**src/rtl/diff_clk_stop.sv**
```systemverilog
`timescale 1ns/1ps
module diff_clk_stop #(
  parameter int NPAIRS = 6
) (
  input  logic              clk_src,
  input  logic              rst_n,
  input  logic              stop_n,
  input  logic              pwr_dn,
  input  logic              cfg_we,
  input  logic              cfg_addr,
  input  logic [6:0]        cfg_wdata,
  output logic [NPAIRS-1:0] clk_t,
  output logic [NPAIRS-1:0] clk_c,
  output logic [NPAIRS-1:0] oe_t,
  output logic [NPAIRS-1:0] oe_c,
  output logic [NPAIRS-1:0] stopped
);
  localparam int MODE_BIT = 6;

  logic [1:0]        stp_sync, pd_sync;
  logic [NPAIRS-1:0] stop_mask, tri_en, stopped_q;
  logic              flt_stop, flt_pd, pd_q, float_now;

  // request capture on falling edges
  always_ff @(negedge clk_src or negedge rst_n) begin
    if (!rst_n) begin
      stp_sync <= 2'b00;
      pd_sync  <= 2'b00;
    end else begin
      stp_sync <= {stp_sync[0], ~stop_n};
      pd_sync  <= {pd_sync[0], pwr_dn};
    end
  end

  always_ff @(posedge clk_src or negedge rst_n) begin
    if (!rst_n) begin
      stop_mask <= '1;
      tri_en    <= '1;
      flt_stop  <= 1'b0;
      flt_pd    <= 1'b0;
    end else if (cfg_we) begin
      if (cfg_addr) begin
        tri_en <= cfg_wdata[NPAIRS-1:0];
        flt_pd <= cfg_wdata[MODE_BIT];
      end else begin
        stop_mask <= cfg_wdata[NPAIRS-1:0];
        flt_stop  <= cfg_wdata[MODE_BIT];
      end
    end
  end

  // gate state moves only while clk_src is high
  always_ff @(posedge clk_src or negedge rst_n) begin
    if (!rst_n) begin
      stopped_q <= '0;
      pd_q      <= 1'b0;
    end else begin
      pd_q      <= pd_sync[1];
      stopped_q <= pd_sync[1] ? '1 : (stp_sync[1] ? stop_mask : '0);
    end
  end

  assign float_now = pd_q ? flt_pd : flt_stop;
  assign stopped   = stopped_q;

  for (genvar i = 0; i < NPAIRS; i++) begin : g_pair
    assign clk_t[i] = clk_src | stopped_q[i];
    assign clk_c[i] = ~clk_src & ~stopped_q[i];
    assign oe_t[i]  = ~(stopped_q[i] & tri_en[i] & float_now);
    assign oe_c[i]  = ~stopped_q[i];
  end
endmodule


```
**config.mk**
```make
export PLATFORM = sky130hd
export DESIGN_NAME = diff_clk_stop
export DESIGN_NICKNAME = d
export VERILOG_FILES = /design/src/rtl/diff_clk_stop.sv
export SDC_FILE = /design/constraint.sdc
export NUM_CORES = 1
export LEC_CHECK = 0
export ABC_AREA = 1
export BUFFER_PORTS_ARGS = -buffer_cell sky130_fd_sc_hd__buf_2
export CAP_MARGIN = 20
export CELL_PAD_IN_SITES_DETAIL_PLACEMENT = 1
export CELL_PAD_IN_SITES_GLOBAL_PLACEMENT = 1
export CORE_MARGIN = 2
export CORE_UTILIZATION = 33
export CTS_CLUSTER_SIZE = 40
export DETAILED_ROUTE_END_ITERATION = 7
export PLACE_DENSITY_LB_ADDON = 0.1
export SKIP_LAST_GASP = 1
export SLEW_MARGIN = 10
export SYNTH_ARGS = -nofsm -noshare
export SYNTH_HDL_FRONTEND = slang
export SYNTH_SLANG_ARGS = --single-unit
```
**constraint.sdc**
```tcl
create_clock -name clk_src -period 1.1 [get_ports clk_src]
set_input_delay 0.22 -clock clk_src [delete_from_list [all_inputs] [get_ports clk_src]]
set_output_delay 0.22 -clock clk_src [all_outputs]
set_load 0.02 [all_outputs]
```
=== Word-level counts from Yosys, hierarchy flattened ===
Index checks and enable logic that the tools add are counted.

* Multiplexer cells: 3
* Reduce and logical (&&, ||, !) cells: 2
* Multiply operators: 0
* Bitwise logic cells: 39
* Equal/unequal tests: 0
* $lt $le $gt $ge: 0
* Shifts and indexed selects: 0
* Divide/modulo/power cells: 0
* $add $sub $neg: 0

{| class="wikitable"
|+ Operators with widths
! kind !! number
|-
| AND 1 bit || 18
|-
| inverter 1 bit || 15
|-
| two-way mux 6 bit || 2
|-
| bitwise OR 1 bit || 6
|-
| AND reduction 2 bit || 2
|-
| two-way mux 1 bit || 1
|}

* Latch bits: 0
* Flip-flop bits (word level): 25
* RAM bits: 0
* Memories: 0
* Input port bits: 13
* ROM bits: 0
* Output and inout bits: 30
* Word-level logic and storage cells: 52

=== Logic depth before layout (Yosys ltp) ===
Gate-level depths: netlist (run 1).

* Depth after elaboration: 3
* Depth in mapped cells: 5
* Gate-level depth less buffers: 4

==> impl_metrics.env, run 1 <==
export IMPL_diodes=0
export IMPL_die_w_um=61.1
export IMPL_firstDrtPassIters=4
export IMPL_r2r_setup_slack_ns=-0.26
export IMPL_synth_area_leaders="dfstp_2 29%, dfrtp_1 21%, nand2_1 19%"
export IMPL_cts_tree="yes"
export IMPL_cp_end_kind="primary output"
export IMPL_violations="hold timing, setup timing"
export IMPL_finClkSkew_ns=0.00662
export IMPL_r2r_end="stopped[5]$_DFF_PN0_"
export IMPL_layout_area_seq_sq_um=642
export IMPL_async_flop_share_pct=100
export IMPL_worstMarginPinSlew_ns=0.258
export IMPL_track_usage_pct=25.9
export IMPL_grt_max_degree=15
export IMPL_fin_tns_setup_ns=-13.53
export IMPL_drv_cap=0
export IMPL_startpoint="stopped[1]$_DFF_PN0_"
export IMPL_yosysTopAreaCell="dfstp_2"
export IMPL_hold_class="input pin to flip-flop"
export IMPL_fin_nets=217
export IMPL_totalWireLength_um=5110
export IMPL_core_sq_um=3080
export IMPL_yosysWarnings=0
export IMPL_ys_flop_type="dfstp_2"
export IMPL_finalWeightedCongestion=0.732
export IMPL_grt_pass1_vias=1416
export IMPL_clock_latency_ns=0.44
export IMPL_setup_viol=42
export IMPL_drtIter0Drc=79
export IMPL_synth_common_cells="55 x nand2_1, 21 x inv_1, 14 x nand3_1"
export IMPL_finalMaxSlewViolations=0
export IMPL_design_power_total_uw=4460
export IMPL_holdWs_ns=-0.000837
export IMPL_dieHeight_um=61.1
export IMPL_fin_crit_ns=1.60
export IMPL_syn_nets=140
export IMPL_synth_area_sq_um=1080
export IMPL_worst_slack_ns=-0.496
export IMPL_p_leak_uw=0.00103
export IMPL_dieArea_sq_um=3730
export IMPL_post_drt_wl_per_cell_um=20.6
export IMPL_rsz0062_at_grt="true"
export IMPL_synth_top_area_share_pct=29.3
export IMPL_crit_arrival_ns=1.38
export IMPL_seq_power_share_pct=25.7
export IMPL_grt_ovfl_total=0
export IMPL_critPathKind="flip-flop to primary output"
export IMPL_ios=43
export IMPL_ant_nets=0
export IMPL_hold_violations=1
export IMPL_num_rows=20
export IMPL_worstPathRequired_ns=0.88
export IMPL_clockPowerShare_pct=61.3
export IMPL_port_buffers=42
export IMPL_drc=0
export IMPL_ir_worst_vdd_mv=0.987
export IMPL_syn_to_final_growth_pct=84.2
export IMPL_ys_seq_elements=25
export IMPL_endpoint="oe_t[1]"
export IMPL_intPower_uw=2740
export IMPL_fill_cells=337
export IMPL_max_freq_mhz=627
export IMPL_multiInputGateArea_sq_um=394
export IMPL_vias_per_cell=5.11
export IMPL_period_share_pct=145
export IMPL_cp_start_kind="flip-flop"
export IMPL_syn_area_per_cell_sq_um=8.47
export IMPL_regToRegStartpoint="stp_sync[1]$_DFF_NN0_"
export IMPL_dp_hpwl_um=1980
export IMPL_p_switching_uw=1720
export IMPL_grt_pass1_wl_um=6240
export IMPL_synth_edff_count=0
export IMPL_status="complete, but fails checks"
export IMPL_reg2reg_depth=2
export IMPL_pwr_share_comb_pct=13.0
export IMPL_max_slew_margin_pct=82.8
export IMPL_drive_gt1_share_pct=63.2
export IMPL_netSwitchingFraction_pct=38.5
export IMPL_clk_pin_slew_ns=0.14
export IMPL_antenna_found_initial=0
export IMPL_ys_seq_area_share_pct=59.5
export IMPL_yosysMostFrequentCell="nand2_1"
export IMPL_powerDensity_nw_per_um2=2250
export IMPL_crit_fanout=3
export IMPL_netlist_instances=127
export IMPL_start_util_pct=35.0
export IMPL_post_synth_num_cell_types=11
export IMPL_vias=1268
==> flip-flops by register name (all words and copies together) (netlist names) <==
signal     flops
flt_pd         1
flt_stop       1
pd_q           1
pd_sync        2
stop_mask      6
stopped        6
stp_sync       2
tri_en         6
==> per-layer routing <==
layer	vias up	part of all wire, %	global-route usage (%)
li1	526	-	-
met1	608	36	22.8
met2	90	49	36.3
met3	44	6.6	14.9
met4	0	8.8	33.9
met5	-	0	0
==> through the flow <==
step	setup WS [ns]	std cells	util [%]	area, sq um
after CTS	-0.425	241	60.8	1870
final	-0.496	248	64.4	1980
after global placement	-0.0925	213	44.5	1370
after detailed placement	-0.134	213	44.5	1370
after floorplan	-0.0635	127	-	1120
after global routing	-0.535	248	64.4	1980
==> power groups by stage <==
stage	clock network, uW	registers [uW]	logic [uW]
2_1_floorplan	456	1140	188
3_3_place_gp	628	1140	320
3_5_place_dp	628	1140	330
4_1_cts	2600	1120	465
5_1_grt	2850	1150	619
6_report	2740	1150	580
==> worst min-delay path by stage <==
stage	startpoint	end	slack (ns)	cells past startpoint
floorplan	rst_n	flt_pd$_DFFE_PN0P_	-0.08	0
global placement	rst_n	flt_stop$_DFFE_PN0P_	0.1	1
detailed placement	rst_n	flt_stop$_DFFE_PN0P_	0.09	1
CTS	cfg_wdata[3]	stop_mask[3]$_DFFE_PN1P_	0.005	3
global route	cfg_wdata[0]	stop_mask[0]$_DFFE_PN1P_	-0.007	3
finish	cfg_wdata[0]	stop_mask[0]$_DFFE_PN1P_	-0.0008	3
==> layout by cell type (no fill, tap or decap), drive strengths merged <==
cell / instances
buf: 68
clkbuf: 9
clkinv: 1
dfrtn: 4
dfrtp: 9
dfstp: 12
dlygate4sd3: 1
inv: 23
nand2: 57
nand3: 14
nor2: 6
==> critical path: stages, from the launching register on <==
cell     delay (ns)
dfrtp_1        0.47
buf_6          0.14
nand2_1        0.07
inv_2          0.07
nand2_2        0.06
buf_6          0.13
==> logic make-up after synthesis <==
logic type    after synthesis  synth area share [%]
simple gates               77                  29.4
buf+inv                    25                  11.0
flops                      25                  59.5
==> area by class of cell <==
type | instances | share of cell area (%)
clock buffer | 31 | 18.1
sequential | 25 | 32.4
timing repair buffer | 47 | 21.7
tap | 44 | 2.78
inverter | 16 | 3.41
multi-input combinational | 77 | 19.9
clock inverter | 8 | 1.70
==> what timing repair did <==
item	4_1_cts	5_1_grt
gates resized for setup	95	28
setup endpoints to repair	42	42
hold buffers	1	0
pin swaps	11	8
buffers inserted	12	7
hold endpoints to repair	12	0
(Power assumes the default switching activity.)
==> run 2, diff against run 1 <==
--- a/config.mk
+++ b/config.mk
@@ -11,7 +11,7 @@
 export CELL_PAD_IN_SITES_DETAIL_PLACEMENT = 1
 export CELL_PAD_IN_SITES_GLOBAL_PLACEMENT = 1
 export CORE_MARGIN = 2
-export CORE_UTILIZATION = 33
+export CORE_UTILIZATION = 25
 export CTS_CLUSTER_SIZE = 40
 export DETAILED_ROUTE_END_ITERATION = 7
 export PLACE_DENSITY_LB_ADDON = 0.1
==> constraint.sdc (replaced) <==
create_clock -name clk_src -period 1.1 [get_ports clk_src]
set_input_delay 0.055 -clock clk_src [delete_from_list [all_inputs] [get_ports clk_src]]
set_output_delay 0.055 -clock clk_src [all_outputs]
set_load 0.02 [all_outputs]
==> run 2 against run 1 <==
Net effect:
- the flow finishes with violations (setup timing)
- die area rose by 30%
- routed wire length fell by 31%
- final cell count rose by 4.0%
- register-to-register slack improved by 0.09 ns
- largest cell class unchanged
- largest power group unchanged
==> impl_metrics.env, run 2 (synthesized netlist as in run 1, its figures left out) <==
export IMPL_finClkSkew_ns=0.0286
export IMPL_worstPathCellList="clkbuf_16 > clkbuf_16 > nor2_4 > clkbuf_8 > inv_2 > buf_6"
export IMPL_start_util_pct=26.5
export IMPL_track_usage_pct=17.2
export IMPL_drtIter0Drc=36
export IMPL_vias=1130
export IMPL_core_sq_um=4060
export IMPL_setup_viol=38
export IMPL_path_depth=6
export IMPL_ant_nets=0
export IMPL_num_rows=23
export IMPL_drv_cap=0
export IMPL_totalWireLength_um=3520
export IMPL_drc=0
export IMPL_cp_start_kind="clock port"
export IMPL_grt_ovfl_total=0
export IMPL_grt_pass1_wl_um=5870
export IMPL_path_buf_inv=5
export IMPL_antenna_found_initial=0
export IMPL_critPathKind="clock port to primary output"
export IMPL_layout_area_seq_sq_um=644
export IMPL_powerDensity_nw_per_um2=2220
export IMPL_final_cell_area_sq_um=2070
export IMPL_design_power_total_uw=4590
export IMPL_cp_common_cell="clkbuf_16"
export IMPL_r2r_end="stopped[3]$_DFF_PN0_"
export IMPL_rsz0062_at_grt="true"
export IMPL_max_stage_delay_ns=0.15
export IMPL_crit_fanout=4
export IMPL_critical_path_top_delay_family="buffers and inverters"
export IMPL_grt_max_degree=14
export IMPL_fin_util_pct=51.1
export IMPL_finalWeightedCongestion=0.694
export IMPL_finalMaxSlewViolations=0
export IMPL_reg2reg_depth=2
export IMPL_dp_hpwl_um=2220
export IMPL_die_w_um=69.6
export IMPL_hold_class="input pin to flip-flop"
export IMPL_p_leak_uw=0.00105
export IMPL_drive_gt1_share_pct=58.7
export IMPL_fill_cells=450
export IMPL_syn_to_final_growth_pct=92.7
export IMPL_firstDrtPassIters=4
export IMPL_slowest_stage="clkbuf_16"
export IMPL_clock_latency_ns=0.39
export IMPL_max_slew_margin_pct=80.6
export IMPL_hold_path_startpoint="cfg_we"
export IMPL_worstPathRequired_ns=1.04
export IMPL_pre_cts_slack_ns=-0.142
export IMPL_clk_pin_slew_ns=0.08
export IMPL_status="complete, but fails checks"
export IMPL_ir_worst_vdd_mv=0.815
export IMPL_worstMarginPinSlew_ns=0.291
export IMPL_final_common_cell="nand2_1"
export IMPL_min_to="flt_pd$_DFFE_PN0P_"
export IMPL_regToRegStartpoint="stp_sync[1]$_DFF_NN0_"
export IMPL_violations="setup timing"
export IMPL_hold_violations=0
export IMPL_dieArea_sq_um=4840
export IMPL_diodes=0
export IMPL_mostFrequentLayoutCells="43 x nand2_1, 36 x buf_6, 14 x nand3_1, 14 x buf_2, 13 x inv_2"
export IMPL_placed_area_sq_um=1350
export IMPL_fin_nets=221
export IMPL_hold_depth=3
export IMPL_dieHeight_um=69.6
export IMPL_multiInputGateArea_sq_um=397
export IMPL_cts_tree="yes"
export IMPL_vias_per_cell=4.38
export IMPL_post_drt_wl_per_cell_um=13.7
export IMPL_fin_tns_setup_ns=-4.37
export IMPL_grt_pass1_vias=1384
export IMPL_port_buffers=42
export IMPL_worst_slack_ns=-0.194
export IMPL_cp_end_kind="primary output"
export IMPL_crit_arrival_ns=1.24
export IMPL_r2r_setup_slack_ns=-0.17
export IMPL_ios=43
[run 2: cell type report]
| class | instances | share of cell area, % |
|---|---|---|
| Clock buffer | 33 | 20.6 |
| Clock inverter | 6 | 1.33 |
| Inverter | 16 | 3.14 |
| Multi-Input combinational cell | 77 | 19.1 |
| Sequential cell | 25 | 31.1 |
| Tap cell | 50 | 3.02 |
| Timing Repair Buffer | 51 | 21.7 |
[run 2: repair_timing]
item / 4_1_cts / 5_1_grt
resized for setup: 77 / 33
pin swaps: 11 / 13
setup endpoints to repair: 32 / 41
hold buffers: 12 / 0
endpoints found under the hold margin: 35 / 0
setup buffers: 10 / 2
[run 2: power breakdown]
part | internal (uW) | leakage, uW | total [uW] | switching (uW)
sequential | 1050 | 0.000273 | 1130 | 78.3
clock | 1760 | 0.000250 | 2960 | 1190
combinational | 232 | 0.000524 | 504 | 272
[run 2: worst min-delay path: cells and delay by family]
kind                   cells  cell delay [ns]
AND/OR/NAND/NOR            2             0.14
buffers and inverters      1             0.16
[run 2: per-layer routing]
metal	wire length, um	track usage (%)	up-vias
met5	0	0	-
met4	125	24.2	0
met2	1840	22.5	43
li1	-	-	537
met3	162	10.0	16
met1	1390	15.8	534
[run 2: per-stage QoR]
stage	std cells	hold slack (ns)
3_5_place_dp	218	0.212
3_3_place_gp	218	0.212
6_report	258	0.0220
4_1_cts	256	0.00722
2_1_floorplan	127	-0.241
5_1_grt	258	0.0253
[run 2: how the worst max path moves through the flow]
stage / start / endpoint / slack [ns]
6_report: clk_src / clk_t[3] / -0.19
2_1_floorplan: stp_sync[1]$_DFF_NN0_ / stopped[0]$_DFF_PN0_ / -0.06
5_1_grt: stopped[1]$_DFF_PN0_ / oe_t[1] / -0.23
4_1_cts: stopped[4]$_DFF_PN0_ / clk_t[4] / -0.22
3_5_place_dp: stp_sync[1]$_DFF_NN0_ / stopped[3]$_DFF_PN0_ / -0.14
3_3_place_gp: pd_sync[1]$_DFF_NN0_ / stopped[5]$_DFF_PN0_ / -0.10
